<file path="src/rtl/erase_status_pkg.sv">
package erase_status_pkg;
    typedef enum logic [1:0] {
        ST_IDLE  = 2'd0,
        ST_ERASE = 2'd1,
        ST_SUSP  = 2'd2,
        ST_FAIL  = 2'd3
    } erase_mode_e;

    localparam int MODE_TGL_BIT = 6;
    localparam int SECT_TGL_BIT = 2;
    localparam int TIMEOUT_BIT  = 5;
endpackage

</file>
<file path="src/rtl/erase_mode_fsm.sv">
module erase_mode_fsm
    import erase_status_pkg::*;
(
    input  logic        clk,
    input  logic        rst_n,
    input  logic        start_evt,
    input  logic        suspend_evt,
    input  logic        resume_evt,
    input  logic        fail_evt,
    input  logic        done_evt,
    output erase_mode_e mode_q,
    output logic        load_en,
    output logic        clear_en
);
    erase_mode_e mode_d;

    always_ff @(posedge clk) begin
        if (!rst_n) mode_q <= ST_IDLE;
        else        mode_q <= mode_d;
    end

    always_comb begin
        mode_d = mode_q;
        unique case (mode_q)
            ST_IDLE:  if (start_evt) mode_d = ST_ERASE;
            ST_ERASE: begin
                if (done_evt)         mode_d = ST_IDLE;
                else if (fail_evt)    mode_d = ST_FAIL;
                else if (suspend_evt) mode_d = ST_SUSP;
            end
            ST_SUSP:  if (resume_evt) mode_d = ST_ERASE;
            ST_FAIL:  if (done_evt)   mode_d = ST_IDLE;
            default:  mode_d = ST_IDLE;
        endcase
    end

    always_comb begin
        load_en  = (mode_q == ST_IDLE) && start_evt;
        clear_en = ((mode_q == ST_ERASE) || (mode_q == ST_FAIL)) && done_evt;
    end
endmodule

</file>
<file path="src/rtl/erase_sector_mask.sv">
module erase_sector_mask #(
    parameter int NSECT = 8,
    parameter int SEC_W = $clog2(NSECT)
) (
    input  logic             clk,
    input  logic             rst_n,
    input  logic             load,
    input  logic             clear,
    input  logic [NSECT-1:0] load_val,
    input  logic [SEC_W-1:0] sect_idx,
    output logic [NSECT-1:0] mask_q,
    output logic             hit
);
    always_ff @(posedge clk) begin
        if (!rst_n)     mask_q <= '0;
        else if (clear) mask_q <= '0;
        else if (load)  mask_q <= load_val;
    end

    assign hit = mask_q[sect_idx];
endmodule

</file>
<file path="src/rtl/toggle_bank.sv">
module toggle_bank #(
    parameter int N = 2
) (
    input  logic         clk,
    input  logic         rst_n,
    input  logic         clr,
    input  logic [N-1:0] flip,
    output logic [N-1:0] q
);
    for (genvar i = 0; i < N; i++) begin : g_tgl
        always_ff @(posedge clk) begin
            if (!rst_n)       q[i] <= 1'b0;
            else if (clr)     q[i] <= 1'b0;
            else if (flip[i]) q[i] <= ~q[i];
        end
    end
endmodule

</file>
<file path="src/rtl/erase_status_gen.sv">
module erase_status_gen
    import erase_status_pkg::*;
#(
    parameter int NSECT  = 8,
    parameter int ADDR_W = 16,
    parameter int DATA_W = 8
) (
    input  logic              clk,
    input  logic              rst_n,
    input  logic              cmd_start,
    input  logic [NSECT-1:0]  erase_sel,
    input  logic              cmd_suspend,
    input  logic              cmd_resume,
    input  logic              op_fail,
    input  logic              op_done,
    input  logic              rd_stb,
    input  logic [ADDR_W-1:0] rd_addr,
    input  logic [DATA_W-1:0] array_data,
    output logic [DATA_W-1:0] status_out
);
    localparam int SEC_W = $clog2(NSECT);
    localparam int LO_W  = ADDR_W - SEC_W;

    erase_mode_e      mode_q;
    logic             load_en, clear_en, sec_hit, read_status;
    logic [NSECT-1:0] sel_mask_q;
    logic [SEC_W-1:0] sect_idx;
    logic [1:0]       tgl_q, tgl_flip;
    logic [DATA_W-1:0] status_w;
    logic             unused_lo;

    assign sect_idx  = rd_addr[ADDR_W-1 -: SEC_W];
    assign unused_lo = ^rd_addr[LO_W-1:0];

    erase_mode_fsm u_fsm (
        .clk(clk), .rst_n(rst_n),
        .start_evt(cmd_start), .suspend_evt(cmd_suspend),
        .resume_evt(cmd_resume), .fail_evt(op_fail), .done_evt(op_done),
        .mode_q(mode_q), .load_en(load_en), .clear_en(clear_en)
    );

    erase_sector_mask #(.NSECT(NSECT)) u_mask (
        .clk(clk), .rst_n(rst_n), .load(load_en), .clear(clear_en),
        .load_val(erase_sel), .sect_idx(sect_idx),
        .mask_q(sel_mask_q), .hit(sec_hit)
    );

    // bit 1: mode toggle, bit 0: sector toggle
    toggle_bank #(.N(2)) u_tgl (
        .clk(clk), .rst_n(rst_n), .clr(load_en),
        .flip(tgl_flip), .q(tgl_q)
    );

    always_comb begin
        read_status = rd_stb && ((mode_q == ST_ERASE) || (mode_q == ST_FAIL)
                                 || ((mode_q == ST_SUSP) && sec_hit));
        tgl_flip[1] = rd_stb && (mode_q == ST_ERASE);
        tgl_flip[0] = read_status && sec_hit;
        status_w               = '0;
        status_w[MODE_TGL_BIT] = tgl_q[1];
        status_w[SECT_TGL_BIT] = tgl_q[0];
        status_w[TIMEOUT_BIT]  = (mode_q == ST_FAIL);
    end

    always_ff @(posedge clk) begin
        if (!rst_n)           status_out <= '0;
        else if (read_status) status_out <= status_w;
        else if (rd_stb)      status_out <= array_data;
    end
endmodule

</file>
<file path="config.mk">
export PLATFORM = sky130hd
export DESIGN_NAME = erase_status_gen
export DESIGN_NICKNAME = d
export VERILOG_FILES = /design/src/rtl/erase_status_pkg.sv /design/src/rtl/erase_mode_fsm.sv /design/src/rtl/erase_sector_mask.sv /design/src/rtl/toggle_bank.sv /design/src/rtl/erase_status_gen.sv
export SDC_FILE = /design/constraint.sdc
export NUM_CORES = 1
export LEC_CHECK = 0
export ABC_AREA = 1
export BUFFER_PORTS_ARGS = -buffer_cell sky130_fd_sc_hd__buf_2
export CORE_UTILIZATION = 44
export CTS_CLUSTER_SIZE = 12
export DETAILED_ROUTE_END_ITERATION = 8
export MAX_ROUTING_LAYER = met4
export PLACE_DENSITY_LB_ADDON = 0.25
export SLEW_MARGIN = 10
export SYNTH_ARGS = -nofsm -noshare
export SYNTH_HDL_FRONTEND = slang
export SYNTH_SLANG_ARGS = --single-unit
</file>
<file path="constraint.sdc">
create_clock -name clk -period 1.4 [get_ports clk]
set_clock_uncertainty 0.05 [all_clocks]
set_input_delay 0.28 -clock clk [delete_from_list [all_inputs] [get_ports clk]]
set_output_delay 0.28 -clock clk [all_outputs]
set_load 0.02 [all_outputs]
</file>
======== Yosys cells after proc, flatten, opt, wreduce, memory -nomap -nowiden ========
Index checks and enable logic that the tools add are counted.
operators by class
  $lt $le $gt $ge ......................... 1
  equal/unequal tests ..................... 7
  mux-type cells .......................... 11
  bitwise gates (word level) .............. 3
  reductions and logical operators ........ 14
operator list
  kind                count
  $mux 7              2
  $mux 2              6
  $pmux 2 s4          1
  $logic_and 1x1->1   6
  $ne 2x2->1 const B  3
  $reduce_or 2->1     3
  $eq 2x2->1 const B  2
  $lt 3x4->1 const B  1
  $ne 4x4->1 const B  1
  $reduce_and 4->1    1
  $bmux 1 s3          1
  $not 1->1           3
  $eq 2x1->1 const B  1
  $logic_not 2->1     1
  $logic_or 1x1->1    2
  $reduce_bool 2->1   1
  $mux 1              1
storage, ports and cells
  flip-flop bits (word level) ............. 20
  input bits .............................. 40
  output and inout bits ................... 8
  logic and storage cells ................. 42

======== Depth between registers and ports, before layout ========
  depth after elaboration ................. 6
  mapped depth ............................ 10
  mapped depth without buffers ............ 10

======== Cells and area by module ========
A second synthesis with hierarchy kept.
unflattened totals
  cells, all modules ...................... 151
  area total of the unflattened synthesis .. 1041.0 um^2
modules (own cells, without submodules)
  module             instances  cells each  area each (um^2)  seq. area each (um^2)
  erase_sector_mask  1          56          400.4             160.2
  erase_status_gen   1          52          389.1             160.2
  erase_mode_fsm     1          27          158.9             40.0
  toggle_bank        1          16          92.6              40.0

======== Worst setup path before layout ========
No wires, ideal clock.
  path kind ............................... register -> register
  start ................................... register u_fsm.mode_q[0]
  end ..................................... register u_fsm.mode_q[0]
  setup time .............................. 0.070 ns
  data arrival time ....................... 1.016 ns
  data required time ...................... 1.280 ns
  path slack .............................. 0.264 ns
  stages on the path, launching flop included .. 7
  buffers on the path ..................... 0
  clock period less this slack ............ 1.136 ns
  cell sequence ........................... dfxtp_1 > inv_2 > nor3_2 > nand2_1 > o311ai_1 > o21ai_0 > a21oi_1
between the ends
  word-level cells in the longest chain between the ends .. 3
  elaborated cells on any way between the ends .. 10
  those cells by class .................... eq/ne (7); mux (1); reduce/logical (2)
ends and longest elaborated chain
  element                                                    RTL line              source
  start, declared                                            erase_mode_fsm.sv:11  output erase_mode_e mode_q,
  start signal, assigned                                     erase_mode_fsm.sv:19  else mode_q <= mode_d;
  $eq 2x1->1, or another cell as far along                   erase_mode_fsm.sv:24  unique case (mode_q)
  $ne 4x4->1 (no source line) or $ne 2x2->1 (tied branches)  n/a
  $reduce_and 4->1 (no source line)                          n/a
Parallel ways exist; a longest one is shown, timed or not.
A chain may end at the register's enable or synchronous reset.

======== Worst setup path in the final report ========
  start ................................... register u_fsm.mode_q[0]
  end ..................................... register u_fsm.mode_q[1]
Same word-level chain as after synthesis.

==> summary.txt <==
Outcome
  – Run status: complete, no violations

Power
  – Pwr Total: about 1.4 mW
  – Pwr Density: around 1200 nW/um^2
  – Peak supply drop: between 700 and 800 uV
  – Static Leak: 0.5758 nW

Detailed routing
  – Vias/cell: between 4 and 5
  – Drt pass-1 iters: 4
  – # DRC: 0
  – WL/cell: 10.19 um
  – Post-route ant nets: 0
  – Drt initial violations: 8
  – Drt total wl: 1885 um
  – Vias: ~880

Global route
  – Number of global-route vias before repair: 698
  – Total track usage: 0.1835
  – Total grt overflow: 0
  – Global-route wire length before repair: 2829 um
  – Largest net degree at the start of global routing: 18
  – Initial antenna violation count: 0

Final layout
  – # nets final: 200
  – Most frequent cells in the layout: 34 x buf_2, 22 x nand2_1, 19 x dfxtp_1
  – Area Growth Syn to Fin: 23.50%
  – Fraction of layout cells with a size suffix above 1: 0.3101
  – Multi-input logic area: 454.2 um^2
  – Post-Layout Inst Area: between 1000 and 1500 um^2
  – FILL cells: 179
  – Antenna cell count: 0
  – Most common cell after layout, fill and taps aside: buf_2
  – FF/Latch Area: roughly 400 um^2
  – Utilization after layout: 0.5840

STA
  – Slew HR: 0.6972
  – RSZ-0062 raised after global routing: yes
  – Min cycle time layout: ~1300 ps
  – Worst Max-Slew Pin Slew: approximately 450 ps
  – Peak Freq: 785.8 MHz
  – Slew Limit Fails: 0
  – Final Hold Fails: 0
  – Period utilisation layout: 0.9090
  – Final setup viols: 0

Synth
  – Mapped Cells: roughly 120
  – Netlist Area Pre-Place: approximately 940 um^2
  – Post-synth EDFFs: 0
  – Asr flop ratio synth: 0
  – Most used DFF post-synth: dfxtp_1
  – Register area share after synthesis: 0.4272
  – Syn nets: between 150 and 200
  – Avg Inst Size Synth: between 7 and 8 um^2
  – Synth unique cells: 19
  – Syn. warnings: 0
  – Seq cells post-synth: 20

Run
  – Max-Cap Viols: 0

Floorplanning
  – Die X: between 40 and 50 um
  – Core Area: 1982 um^2
  – Initial core utilization: 0.4729
  – Height of the die: 48.15 um
  – # rows: 16
  – Io pins: 48
  – Die Area: between 2000 and 2500 um^2

Placed design
  – Port Buffer Count: 34
  – Post-DP Area: roughly 1100 um^2
  – Final Wtd Congestion: about 0.74
  – Dpl hpwl: 1434 um

Worst setup path
  – Crit path largest cell delay: 410 ps
  – Critical-path cell list: inv_2 -> nor3_2 -> nand2_1 -> o311ai_1 -> o21ai_0 -> a21oi_1
  – R2r endpoint: u_fsm.mode_q[1]
  – Peak fanout along the critical path: 7
  – Reg2reg path depth: 6
  – Worst EP arrival: 1460 ps
  – Reg-to-Reg Start: u_fsm.mode_q[0]
  – Slowest CP cell: dfxtp_2
  – WS Path Type: flop to flop
  – Critical Path Source Type: flop
  – Worst reg-to-reg setup slack: between 100 and 150 ps
  – CP Data Required Time: between 1500 and 2000 ps
  – Worst Setup End Kind: flop

Worst hold path
  – Hold_sp: array_data[5]
  – Min-Delay Endpoint: status_out[5]
  – Hold crit path type: primary input to flop
  – WHS Path Cells: 3

Clock tree
  – Clock transition at the registers of the reported paths: around 110 ps
  – Setup bufs post-CTS: 0
  – CTS Buf Count: 3
  – CTS tree: built
  – Root buffer cell: clkbuf_4
  – H-tree lvl count: 1
  – Clk sinks: 20
  – Hold buffers post-CTS: 0
  – Worst-skew pair later-pin latency: around 300 ps
  – Clock buffer depth: 2
state kept, by name, indices dropped and copies added, names as in the netlist:
signal / count
u_fsm.mode_q: 2
u_tgl.q: 2
status_out: 8
u_mask.mask_q: 8
how the worst max path moves through the flow:
stage	from	end	slack [ps]
floorplan	u_fsm.mode_q[0]	u_fsm.mode_q[0]	260
global placement	rd_addr[13]	status_out[0]	50
detailed placement	rd_addr[13]	status_out[7]	8
CTS	u_fsm.mode_q[0]	u_fsm.mode_q[1]	40
global route	u_mask.mask_q[1]	status_out[7]	-20
finish	u_fsm.mode_q[0]	u_fsm.mode_q[1]	130
worst max-delay path: cells and delay by family (launching register included):
kind            cells  cell delay [ps]
buf+inv             1              100
simple gates        2              260
compound gates      3              400
flops               1              410
cell usage after synthesis (3+ instances only):
cell type	instances	area [um^2]
a21oi_1	4	20.02
nor2_1	16	60.06
nand3_1	12	60.06
a211oi_1	8	60.06
mux2i_1	5	50.05
nand4_1	3	18.77
nand3_2	3	30.03
nand2_1	22	82.58
dfxtp_1	20	400.4
inv_1	15	56.30
o21ai_0	3	15.01
inv_2	3	11.26
kinds of logic (layout without fill, tap and decap cells):
logic type | Yosys count | in the layout | synth area share
multiplexers | 5 | 5 | 0.05341
AND/OR/NAND/NOR | 59 | 59 | 0.2937
XOR/XNOR | 1 | 1 | 0.009348
flip-flops | 20 | 20 | 0.4272
buffers and inverters | 20 | 56 | 0.08811
AO/OA/AOI/OAI | 17 | 17 | 0.1282
power breakdown:
part	total, mW	internal (mW)	switching [mW]
combinational	0.425	0.160	0.265
clock	0.269	0.100	0.169
sequential	0.708	0.655	0.0524
area by class of cell:
type	instances	share of cell area
Multi-Input combinational cell	82	0.3924
Clock buffer	3	0.01946
Tap cell	27	0.02919
Sequential cell	20	0.3470
Inverter	18	0.05838
Timing Repair Buffer	35	0.1535
metrics by stage:
| step | setup TNS [ps] | cells | worst slack, ps | hold slack, ps |
|---|---|---|---|---|
| 2_1_floorplan | 0 | 122 | 264.0 | 327.6 |
| 3_3_place_gp | 0 | 182 | 51.55 | 405.0 |
| 3_5_place_dp | 0 | 182 | 7.522 | 407.7 |
| 4_1_cts | 0 | 185 | 38.12 | 169.2 |
| 5_1_grt | -30.18 | 185 | -17.04 | 158.8 |
| 6_report | 0 | 185 | 127.4 | 166.5 |
per-layer routing:
layer / part of all wire / global-route usage
met1: 0.47 / 0.2323
met2: 0.47 / 0.2827
met3: 0.039 / 0.02222
met4: 0.020 / 0.1000
met5: 0 / -
what timing repair did:
| item | 4_1_cts | 5_1_grt |
|---|---|---|
| gates resized for setup | 0 | 1 |
| endpoints found under the hold margin | 0 | 0 |
| endpoints found under the setup margin | 0 | 3 |
No activity file was read; power rests on OpenSTA's default activity.
